File: src/rtl/spi_par_pkg.sv
package spi_par_pkg;

    typedef enum logic {
        ST_IDLE = 1'b0,
        ST_RUN  = 1'b1
    } spi_st_e;

endpackage

File: src/rtl/spi_par_tick.sv
// Half-period strobe: pulses once every div+1 cycles while enabled.
module spi_par_tick #(
    parameter int DIVW = 8
) (
    input  logic            clk,
    input  logic            rst_n,
    input  logic            en,
    input  logic [DIVW-1:0] div,
    output logic            tick
);

    logic [DIVW-1:0] cnt_d, cnt_q;

    always_comb begin
        tick  = en && (cnt_q == div);
        cnt_d = cnt_q;
        if (!en || tick) begin
            cnt_d = '0;
        end else begin
            cnt_d = cnt_q + 1'b1;
        end
    end

    always_ff @(posedge clk or negedge rst_n) begin
        if (!rst_n) begin
            cnt_q <= '0;
        end else begin
            cnt_q <= cnt_d;
        end
    end

endmodule

File: src/rtl/spi_par_order.sv
// Masks a word to len+1 bits, optionally mirrors it within that width,
// and reports the XOR of the kept bits.
module spi_par_order #(
    parameter int DW = 16,
    localparam int LW = $clog2(DW)
) (
    input  logic [DW-1:0] din,
    input  logic [LW-1:0] len,
    input  logic          rev,
    output logic [DW-1:0] dout,
    output logic          par
);

    always_comb begin
        dout = '0;
        for (int i = 0; i < DW; i++) begin
            if (i <= int'(len)) begin
                if (rev) begin
                    dout[i] = din[int'(len) - i];
                end else begin
                    dout[i] = din[i];
                end
            end
        end
        par = ^dout;
    end

endmodule

File: src/rtl/spi_par_rxhold.sv
// One-entry receive holding register with sticky error and overrun flags.
module spi_par_rxhold #(
    parameter int DW = 16
) (
    input  logic          clk,
    input  logic          rst_n,
    input  logic          push,
    input  logic [DW-1:0] push_data,
    input  logic          push_err,
    input  logic          pop,
    output logic          valid,
    output logic [DW-1:0] data,
    output logic          perr,
    output logic          ovr
);

    typedef struct packed {
        logic          valid;
        logic [DW-1:0] data;
        logic          perr;
        logic          ovr;
    } hold_t;

    hold_t h_d, h_q;
    logic  take;

    always_comb begin
        h_d  = h_q;
        take = pop && h_q.valid;
        if (take) begin
            h_d.valid = 1'b0;
            h_d.perr  = 1'b0;
            h_d.ovr   = 1'b0;
        end
        if (push) begin
            h_d.valid = 1'b1;
            h_d.data  = push_data;
            h_d.perr  = (take ? 1'b0 : h_q.perr) | push_err;
            h_d.ovr   = take ? 1'b0 : (h_q.ovr | h_q.valid);
        end
    end

    always_ff @(posedge clk or negedge rst_n) begin
        if (!rst_n) begin
            h_q <= '0;
        end else begin
            h_q <= h_d;
        end
    end

    assign valid = h_q.valid;
    assign data  = h_q.data;
    assign perr  = h_q.perr;
    assign ovr   = h_q.ovr;

endmodule

File: src/rtl/spi_par_ctrl.sv
module spi_par_ctrl #(
    parameter int DW   = 16,
    parameter int DIVW = 8,
    localparam int LW  = $clog2(DW),
    localparam int FW  = DW + 1,
    localparam int CW  = $clog2(2 * FW + 2)
) (
    input  logic            clk,
    input  logic            rst_n,
    input  logic            cfg_cpol,
    input  logic            cfg_cpha,
    input  logic            cfg_lsb_first,
    input  logic [LW-1:0]   cfg_len,
    input  logic            cfg_par_en,
    input  logic            cfg_par_odd,
    input  logic [DIVW-1:0] cfg_div,
    input  logic            tx_valid,
    input  logic [DW-1:0]   tx_data,
    output logic            tx_ready,
    input  logic            rx_ready,
    output logic            rx_valid,
    output logic [DW-1:0]   rx_data,
    output logic            rx_perr,
    output logic            rx_ovr,
    output logic            busy,
    output logic            sclk,
    output logic            cs_n,
    output logic            mosi,
    input  logic            miso
);

    import spi_par_pkg::*;

    typedef struct packed {
        spi_st_e        st;
        logic           cs_n;
        logic           busy;
        logic           sclk;
        logic [CW-1:0]  tcnt;
        logic [FW-1:0]  tx_sr;
        logic [FW-1:0]  rx_sr;
    } ctl_t;

    ctl_t s_d, s_q;

    logic          tick;
    logic          push;
    logic [DW-1:0] tx_vec;
    logic          tx_par;
    logic [DW-1:0] rx_raw;
    logic [DW-1:0] rx_word;
    logic          rx_par;
    logic          rx_err;
    logic [FW-1:0] load_vec;
    logic [CW-1:0] two_n;
    logic [CW-1:0] end_t;
    logic [CW-1:0] t_nx;
    logic          cap;

    spi_par_tick #(.DIVW(DIVW)) u_tick (
        .clk   (clk),
        .rst_n (rst_n),
        .en    (s_q.st == ST_RUN),
        .div   (cfg_div),
        .tick  (tick)
    );

    spi_par_order #(.DW(DW)) u_tx_order (
        .din  (tx_data),
        .len  (cfg_len),
        .rev  (cfg_lsb_first),
        .dout (tx_vec),
        .par  (tx_par)
    );

    spi_par_order #(.DW(DW)) u_rx_order (
        .din  (rx_raw),
        .len  (cfg_len),
        .rev  (cfg_lsb_first),
        .dout (rx_word),
        .par  (rx_par)
    );

    spi_par_rxhold #(.DW(DW)) u_hold (
        .clk       (clk),
        .rst_n     (rst_n),
        .push      (push),
        .push_data (rx_word),
        .push_err  (rx_err),
        .pop       (rx_ready),
        .valid     (rx_valid),
        .data      (rx_data),
        .perr      (rx_perr),
        .ovr       (rx_ovr)
    );

    // Frame geometry and the serialised start image (first bit at the top).
    always_comb begin
        two_n    = CW'(2 * (int'(cfg_len) + 1 + int'(cfg_par_en)));
        end_t    = two_n + CW'(cfg_cpha);
        load_vec = '0;
        for (int j = 0; j < FW; j++) begin
            if (j <= int'(cfg_len)) begin
                load_vec[FW-1-j] = tx_vec[int'(cfg_len) - j];
            end else if (j == int'(cfg_len) + 1) begin
                load_vec[FW-1-j] = cfg_par_en & (tx_par ^ cfg_par_odd);
            end
        end
    end

    // Received image: last bit at position 0; strip parity when present.
    always_comb begin
        rx_raw = cfg_par_en ? s_q.rx_sr[DW:1] : s_q.rx_sr[DW-1:0];
        rx_err = cfg_par_en & (rx_par ^ s_q.rx_sr[0] ^ cfg_par_odd);
    end

    always_comb begin
        s_d  = s_q;
        push = 1'b0;
        t_nx = s_q.tcnt + 1'b1;
        cap  = t_nx[0] ^ cfg_cpha;
        unique case (s_q.st)
            ST_IDLE: begin
                s_d.sclk = cfg_cpol;
                if (tx_valid) begin
                    s_d.st    = ST_RUN;
                    s_d.cs_n  = 1'b0;
                    s_d.busy  = 1'b1;
                    s_d.tcnt  = '0;
                    s_d.tx_sr = load_vec;
                    s_d.rx_sr = '0;
                end
            end
            ST_RUN: begin
                if (tick) begin
                    s_d.tcnt = t_nx;
                    if (t_nx <= two_n) begin
                        s_d.sclk = ~s_q.sclk;
                        if (cap) begin
                            s_d.rx_sr = {s_q.rx_sr[FW-2:0], miso};
                        end else if (!(cfg_cpha && t_nx == CW'(1)) &&
                                     !(!cfg_cpha && t_nx == two_n)) begin
                            s_d.tx_sr = {s_q.tx_sr[FW-2:0], 1'b0};
                        end
                    end
                    if (t_nx == end_t) begin
                        s_d.st   = ST_IDLE;
                        s_d.cs_n = 1'b1;
                        s_d.busy = 1'b0;
                        push     = 1'b1;
                    end
                end
            end
            default: s_d.st = ST_IDLE;
        endcase
    end

    always_ff @(posedge clk or negedge rst_n) begin
        if (!rst_n) begin
            s_q      <= '0;
            s_q.st   <= ST_IDLE;
            s_q.cs_n <= 1'b1;
        end else begin
            s_q <= s_d;
        end
    end

    assign tx_ready = (s_q.st == ST_IDLE);
    assign busy     = s_q.busy;
    assign sclk     = s_q.sclk;
    assign cs_n     = s_q.cs_n;
    assign mosi     = s_q.tx_sr[FW-1];

endmodule

File: config.mk
export PLATFORM = sky130hd
export DESIGN_NAME = spi_par_ctrl
export DESIGN_NICKNAME = d
export VERILOG_FILES = /design/src/rtl/spi_par_pkg.sv /design/src/rtl/spi_par_tick.sv /design/src/rtl/spi_par_order.sv /design/src/rtl/spi_par_rxhold.sv /design/src/rtl/spi_par_ctrl.sv
export SDC_FILE = /design/constraint.sdc
export NUM_CORES = 1
export LEC_CHECK = 0
export BUFFER_PORTS_ARGS = -buffer_cell sky130_fd_sc_hd__buf_2
export CORE_ASPECT_RATIO = 1.1
export CORE_UTILIZATION = 45
export CTS_CLUSTER_DIAMETER = 120
export DETAILED_ROUTE_END_ITERATION = 8
export GPL_TIMING_DRIVEN = 1
export SYNTH_ARGS = -nofsm -noshare
export SYNTH_HDL_FRONTEND = slang
export SYNTH_SLANG_ARGS = --single-unit
File: constraint.sdc
create_clock -name clk -period 3.1 [get_ports clk]
set_input_delay 0.62 -clock clk [delete_from_list [all_inputs] [get_ports clk]]
set_output_delay 0.62 -clock clk [all_outputs]
set_load 0.01 [all_outputs]
==> flow_summary.yaml, run 1 <==
timing:
  rsz0062_at_grt: "yes"
  setup_slack_ns: -0.294
  finalMaxSlewViolations: 0
  tightest_slew_ns: 0.924
  whs_ns: 0.415
  fin_skew_ns: 0.0107
  period_needed_ns: 3.39
  hold_viol_final: 0
  timing.fmax_mhz: 295
  period_share: 1.09
  slew_headroom: 0.384
  setup_viol: 49
  finalSetupTns_ns: -6.46
synth:
  async_reset_ff_frac: 1.00
  netlist_area_mm2: 0.00821
  avgSynthCellArea_um2: 9.28
  ys_types: 66
  synth-seq-area-share: 0.217
  synthFlopType: "dfrtp_1"
  synth_seq_cells: 71
  yosys_warnings: 0
  synth-edff-count: 0
  syn_inst: 885
  syn-num-nets: 954
placed_design:
  dp_slack_ns: -0.915
  numPortBuffers: 61
  place.gp.congestion: 0.988
  hpwl_um: 22100
  dp_cells: 1333
critical_path:
  crit_arrival_ns: 3.61
  startpoint_type: "primary input"
  cp-end-kind: "flip-flop"
  crit_family: "compound AO/OA/AOI/OAI gates"
  r2r_start: "s_q[4]"
  reg2reg_depth: 12
  reg2reg_to: "u_hold.perr"
  slowest_stage: "ha_4"
  crit_buf_inv: 5
  worstPathRequired_ns: 3.31
  slowest_delay_ns: 0.34
  path_class: "in2reg"
  rrSetupSlack_ns: 0.06
  crit_chain: "buf_12 -> inv_8 -> ha_4 -> buf_12 -> mux2i_4 -> mux2i_1 -> o211a_1 -> buf_6 -> o221ai_4 -> buf_4 -> o22ai_1 -> a221o_1 -> a211oi_1 -> a21oi_1 -> a221oi_2 -> a21oi_1"
  crit_fanout: 7
job:
  maxCapViolCount: 0
floorplanning:
  die-area_mm2: 0.0188
  coreArea_mm2: 0.0178
  initial_core_util: 0.461
  die_h_um: 144
  core.rowCount: 51
  pin_count: 62
  die_x_um: 131
layout:
  largest_reg_flops: 40
  nets: 1225
  regMostFlops: "s_q"
  final_common_cell: "buf_4"
  drive_above_1_share: 0.501
  utilization: 0.685
  layout_common_cells: "buf_4, mux2i_1, nand2_1"
  fin_cells: 1399
  syn_to_final_growth_pct: 48.5
  n_antenna_cell: 0
cts:
  cts.sinks: 71
  clk_pin_slew_ns: 0.06
  clk_latency_ns: 0.34
  clk_path_buf_depth: 2
  cts_tree: "done"
  cts_made_buffers: 9
  cts_root_buffer: "clkbuf_16"
  htree_levels: 3
power_and_ir_drop:
  power.density_mw_per_mm2: 387
  power.internal_mw: 2.93
  clkPwrFrac: 0.228
  p_comb_frac: 0.532
  switching_power_mw: 1.79
  seqPwrFrac: 0.240
  ir_worst_vdd_mv: 0.351
  switching_share: 0.379
  p_leak_nw: 5.40
global_routing:
  grt_pass1_wl_um: 45700
  grt_start_max_net_pins: 72
  grt_usage: 0.325
  grt_pass1_vias: 8180
  overflow: 0
  antenna_found_initial: 0
routing:
  drtIter0Drc: 746
  ant_nets: 0
  vias: 8456
  wl_per_cell_um: 21.8
  drc: 0
  dr.pass1.iters: 5
  viasPerCell: 6.04
  wl_um: 30500
run_status:
  outcome: "complete, but fails checks"
  violations: "setup timing"
worst_hold_path:
  hold_path_class: "in2async"
metrics by stage:
stage | power (mW) | area (um2)
floorplan | 2.38 | 8670
global placement | 2.95 | 10400
global route | 4.92 | 12200
CTS | 4.42 | 11500
detailed placement | 2.97 | 10400
finish | 4.72 | 12200
worst reg2reg max path: cells and delay by family, from the launching register on:
| family | cells | cell delay, ns |
|---|---|---|
| multiplexers | 3 | 0.89 |
| XOR/XNOR | 4 | 0.55 |
| buffers and inverters | 2 | 0.36 |
| flip-flops | 1 | 0.50 |
| AO/OA/AOI/OAI | 3 | 0.61 |
repair_timing:
action                                  in CTS  in global routing
resized for setup                          103                105
buffers inserted                            25                 15
hold endpoints to repair                     0                  0
pin swaps                                   36                 59
hold buffers                                 0                  0
cloned                                       5                  7
endpoints found under the setup margin      57                 55
Yosys cell counts, types with 3 or more instances:
library cell | instances | area (um2)
mux2i_1 | 102 | 1020
inv_1 | 24 | 90.1
buf_2 | 9 | 45.0
mux4_1 | 4 | 105
a211oi_1 | 10 | 75.1
buf_6 | 8 | 90.1
clkbuf_1 | 26 | 97.6
nor2_1 | 46 | 173
dfrtp_1 | 70 | 1750
mux4_2 | 38 | 856
mux2_2 | 41 | 462
xnor2_1 | 41 | 359
xor2_1 | 12 | 105
nand2b_1 | 7 | 43.8
o211a_1 | 9 | 90.1
o211ai_1 | 6 | 45.0
a221o_1 | 3 | 30.0
inv_2 | 3 | 11.3
o21a_1 | 6 | 45.0
a31oi_1 | 12 | 75.1
o22ai_1 | 11 | 68.8
a21oi_1 | 64 | 320
nand3_1 | 45 | 225
xnor2_2 | 6 | 97.6
nand4_1 | 10 | 62.6
nor3_1 | 10 | 50.1
ha_1 | 31 | 388
and3_1 | 10 | 62.6
o21ai_0 | 36 | 180
nor2b_1 | 3 | 18.8
and2_1 | 3 | 18.8
buf_1 | 8 | 30.0
a21o_1 | 4 | 30.0
a221oi_1 | 11 | 96.3
o221ai_1 | 10 | 87.6
buf_4 | 8 | 60.1
nand2_1 | 100 | 375
cell families after synthesis:
kind of cell | synth area share
xor gates and xnor gates | 0.0825
AOI/OAI and AO/OA | 0.168
adders and majority gates | 0.0472
muxes | 0.298
and+or+nand+nor | 0.130
DFF | 0.217
buffers and inverters | 0.0587
metal layers:
| layer | global-route usage | up-vias | share of wire |
|---|---|---|---|
| met4 | 0.180 | 0 | 0.063 |
| met2 | 0.543 | 352 | 0.49 |
| met3 | 0.0335 | 112 | 0.050 |
| met1 | 0.408 | 4138 | 0.40 |
| li1 | - | 3854 | - |
| met5 | 0 | - | 0 |
cell type report:
cell class                      instances  area (um2)
Timing Repair Buffer                  320        2660
Tap cell                              238         298
Inverter                               27         116
Fill cell                            1377        5610
Multi-Input combinational cell        727        7030
Clock buffer                           10         239
Clock inverter                          6        68.8
Sequential cell                        71        1780
how the worst max path moves through the flow:
stage	slack [ns]	cells after the start	end	from
2_1_floorplan	-0.64	21	s_q[12]	cfg_len[0]
3_5_place_dp	-0.91	15	s_q[24]	cfg_len[1]
6_report	-0.29	16	s_q[21]	cfg_len[0]
4_1_cts	-0.15	14	s_q[32]	cfg_len[1]
5_1_grt	-0.36	16	s_q[26]	cfg_len[0]
3_3_place_gp	-0.82	15	s_q[32]	cfg_len[1]
power by group through the flow:
stage	Clock [mW]	Combinational, mW	Sequential, mW
3_3_place_gp	0	1.81	1.14
4_1_cts	1.09	2.20	1.13
3_5_place_dp	0	1.83	1.14
5_1_grt	1.13	2.64	1.15
6_report	1.08	2.51	1.13
2_1_floorplan	0	1.25	1.13
Note: power is estimated with default switching activity, not from simulation.
==> inputs of run 2 (changes only) <==
Settings changed: CELL_PAD_IN_SITES_DETAIL_PLACEMENT set to 1, CELL_PAD_IN_SITES_GLOBAL_PLACEMENT set to 1, CORE_UTILIZATION 45 to 44, PLACE_DENSITY_LB_ADDON set to 0.1.
==> run 2 against run 1 <==
  * The run still ends with setup timing left
  * First-iteration DRC count increased by 12%
  * Final cell count is 0.43% lower
  * Setup slack worse by 0.13 ns
  * Highest routed layer unchanged
==> flow_summary.yaml, run 2 (synthesis results as in run 1) <==
critical_path:
  slowest_stage: "mux4_2"
  worstPathRequired_ns: 3.34
  r2r_start: "s_q[2]"
  reg2reg_to: "u_hold.perr"
  crit_chain: "buf_12 -> inv_6 -> buf_6 -> ha_4 -> buf_8 -> mux2i_4 -> nand3_1 -> o211a_1 -> buf_6 -> o221ai_4 -> mux2i_4 -> mux2_4 -> mux4_2 -> a221oi_2 -> a21oi_1"
  startpoint_type: "primary input"
  slowest_delay_ns: 0.49
  crit_end: "s_q[20]"
  path_class: "in2reg"
  crit_fanout: 8
  crit_arrival_ns: 3.77
  cp-end-kind: "flip-flop"
  critPathLaunch: "cfg_len[1]"
  reg2reg_depth: 10
  rrSetupSlack_ns: -0.10
routing:
  viasPerCell: 6.54
  ant_nets: 0
  wl_per_cell_um: 28.6
  dr.pass1.iters: 6
  vias: 9117
  drc: 0
  wl_um: 39800
  drtIter0Drc: 833
power_and_ir_drop:
  switching_power_mw: 1.97
  power.density_mw_per_mm2: 398
  ir_worst_vdd_mv: 0.282
  clkPwrFrac: 0.214
  p_leak_nw: 5.24
  switching_share: 0.409
  power_mw: 4.82
  seqPwrFrac: 0.236
  power.internal_mw: 2.85
  p_comb_frac: 0.550
floorplanning:
  core.rowCount: 52
  coreArea_mm2: 0.0183
  pin_count: 62
  die-area_mm2: 0.0192
  initial_core_util: 0.447
  die_x_um: 132
  die_h_um: 145
timing:
  period_share: 1.14
  whs_ns: 0.347
  fin_skew_ns: 0.0118
  tightest_slew_ns: 0.831
  timing.fmax_mhz: 283
  setup_slack_ns: -0.429
  period_needed_ns: 3.53
  slew_headroom: 0.446
  rsz0062_at_grt: "yes"
  hold_viol_final: 0
  finalMaxSlewViolations: 0
  setup_viol: 44
global_routing:
  grt_start_max_net_pins: 42
  grt_usage: 0.397
  overflow: 0
  grt_pass1_wl_um: 57900
  antenna_found_initial: 1
  grt_pass1_vias: 9675
cts:
  postCtsHoldBufs: 0
  cts_made_buffers: 9
  cts_root_buffer: "clkbuf_16"
  htree_levels: 3
  cts.sinks: 71
  clk_latency_ns: 0.36
  cts_tree: "done"
  clk_path_buf_depth: 2
  clk_pin_slew_ns: 0.07
layout:
  regMostFlops: "s_q"
  layout_common_cells: "buf_4, nand2_1, mux2i_1"
  nets: 1213
  largest_reg_flops: 40
  final_common_cell: "buf_4"
  fin_cells: 1393
  fin_area_mm2: 0.0121
  drive_above_1_share: 0.508
  syn_to_final_growth_pct: 47.5
run_status:
  violations: "setup timing"
  outcome: "complete, but fails checks"
placed_design:
  place.gp.congestion: 0.951
  place_area_mm2: 0.0103
  hpwl_um: 25900
  numPortBuffers: 61
  dp_cells: 1325
  dp_slack_ns: -1.04
job:
  maxCapViolCount: 0
worst_hold_path:
  hold_path_class: "in2async"
==> run 2: cell count changes in the layout (fill, tap and decap cells not counted), sizes merged <==
cell	delta
clkinv	+1
bufinv	-1
inv	+2
and2	+2
clkinvlp	-1
bufbuf	-1
diode	+1
buf	-9
clkbuf	-5
==> run 2: worst min-delay path by stage <==
stage	startpoint	endpoint	slack, ns	cells past startpoint
6_report	rst_n	u_tick.cnt_q[6]	0.35	1
5_1_grt	rst_n	u_tick.cnt_q[6]	0.40	1
3_5_place_dp	u_hold.perr	u_hold.perr	0.48	1
2_1_floorplan	rst_n	busy	0.32	0
4_1_cts	rst_n	u_tick.cnt_q[6]	0.36	1
3_3_place_gp	u_hold.perr	u_hold.perr	0.49	1
==> run 2: layer usage <==
layer | up-vias | share of wire | global-route usage
met4 | 0 | 0.056 | 0.192
met2 | 469 | 0.50 | 0.682
met3 | 172 | 0.070 | 0.0919
met5 | - | 0 | 0
met1 | 4631 | 0.38 | 0.465
li1 | 3845 | - | -
==> run 2: area by class of cell <==
type,count,area (um2)
Antenna cell,1,2.50
Clock buffer,9,225
Clock inverter,7,65.1
Fill cell,2005,6240
Inverter,27,111
Multi-Input combinational cell,729,7080
Sequential cell,71,1780
Tap cell,243,304
Timing Repair Buffer,306,2530
==> run 2: stage by stage <==
step,utilization,setup TNS [ns]
finish,0.660,-11.45
CTS,0.630,-8.10
floorplan,-,-30.15
global route,0.660,-16.20
global placement,0.562,-37.65
detailed placement,0.562,-41.39
==> run 2: worst max-delay path, delay by kind of cell <==
kind                       cells  cell delay (ns)
adders and majority gates      1             0.31
AOI/OAI and AO/OA              4             0.87
buffers and inverters          5             0.60
and+or+nand+nor                1             0.14
muxes                          4             1.22
==> run 2: what timing repair did <==
item	in CTS	in global routing
pin swaps	31	56
buffers inserted	26	16
gates cloned	11	3
resized for setup	117	110
setup endpoints to repair	56	56
==> run 2: power groups by stage <==
| stage | sequential (mW) | combinational (mW) | clock (mW) |
|---|---|---|---|
| floorplan | 1.13 | 1.25 | 0 |
| global placement | 1.14 | 1.84 | 0 |
| detailed placement | 1.15 | 1.92 | 0 |
| CTS | 1.13 | 2.23 | 1.03 |
| global route | 1.15 | 2.74 | 1.08 |
| finish | 1.14 | 2.65 | 1.03 |
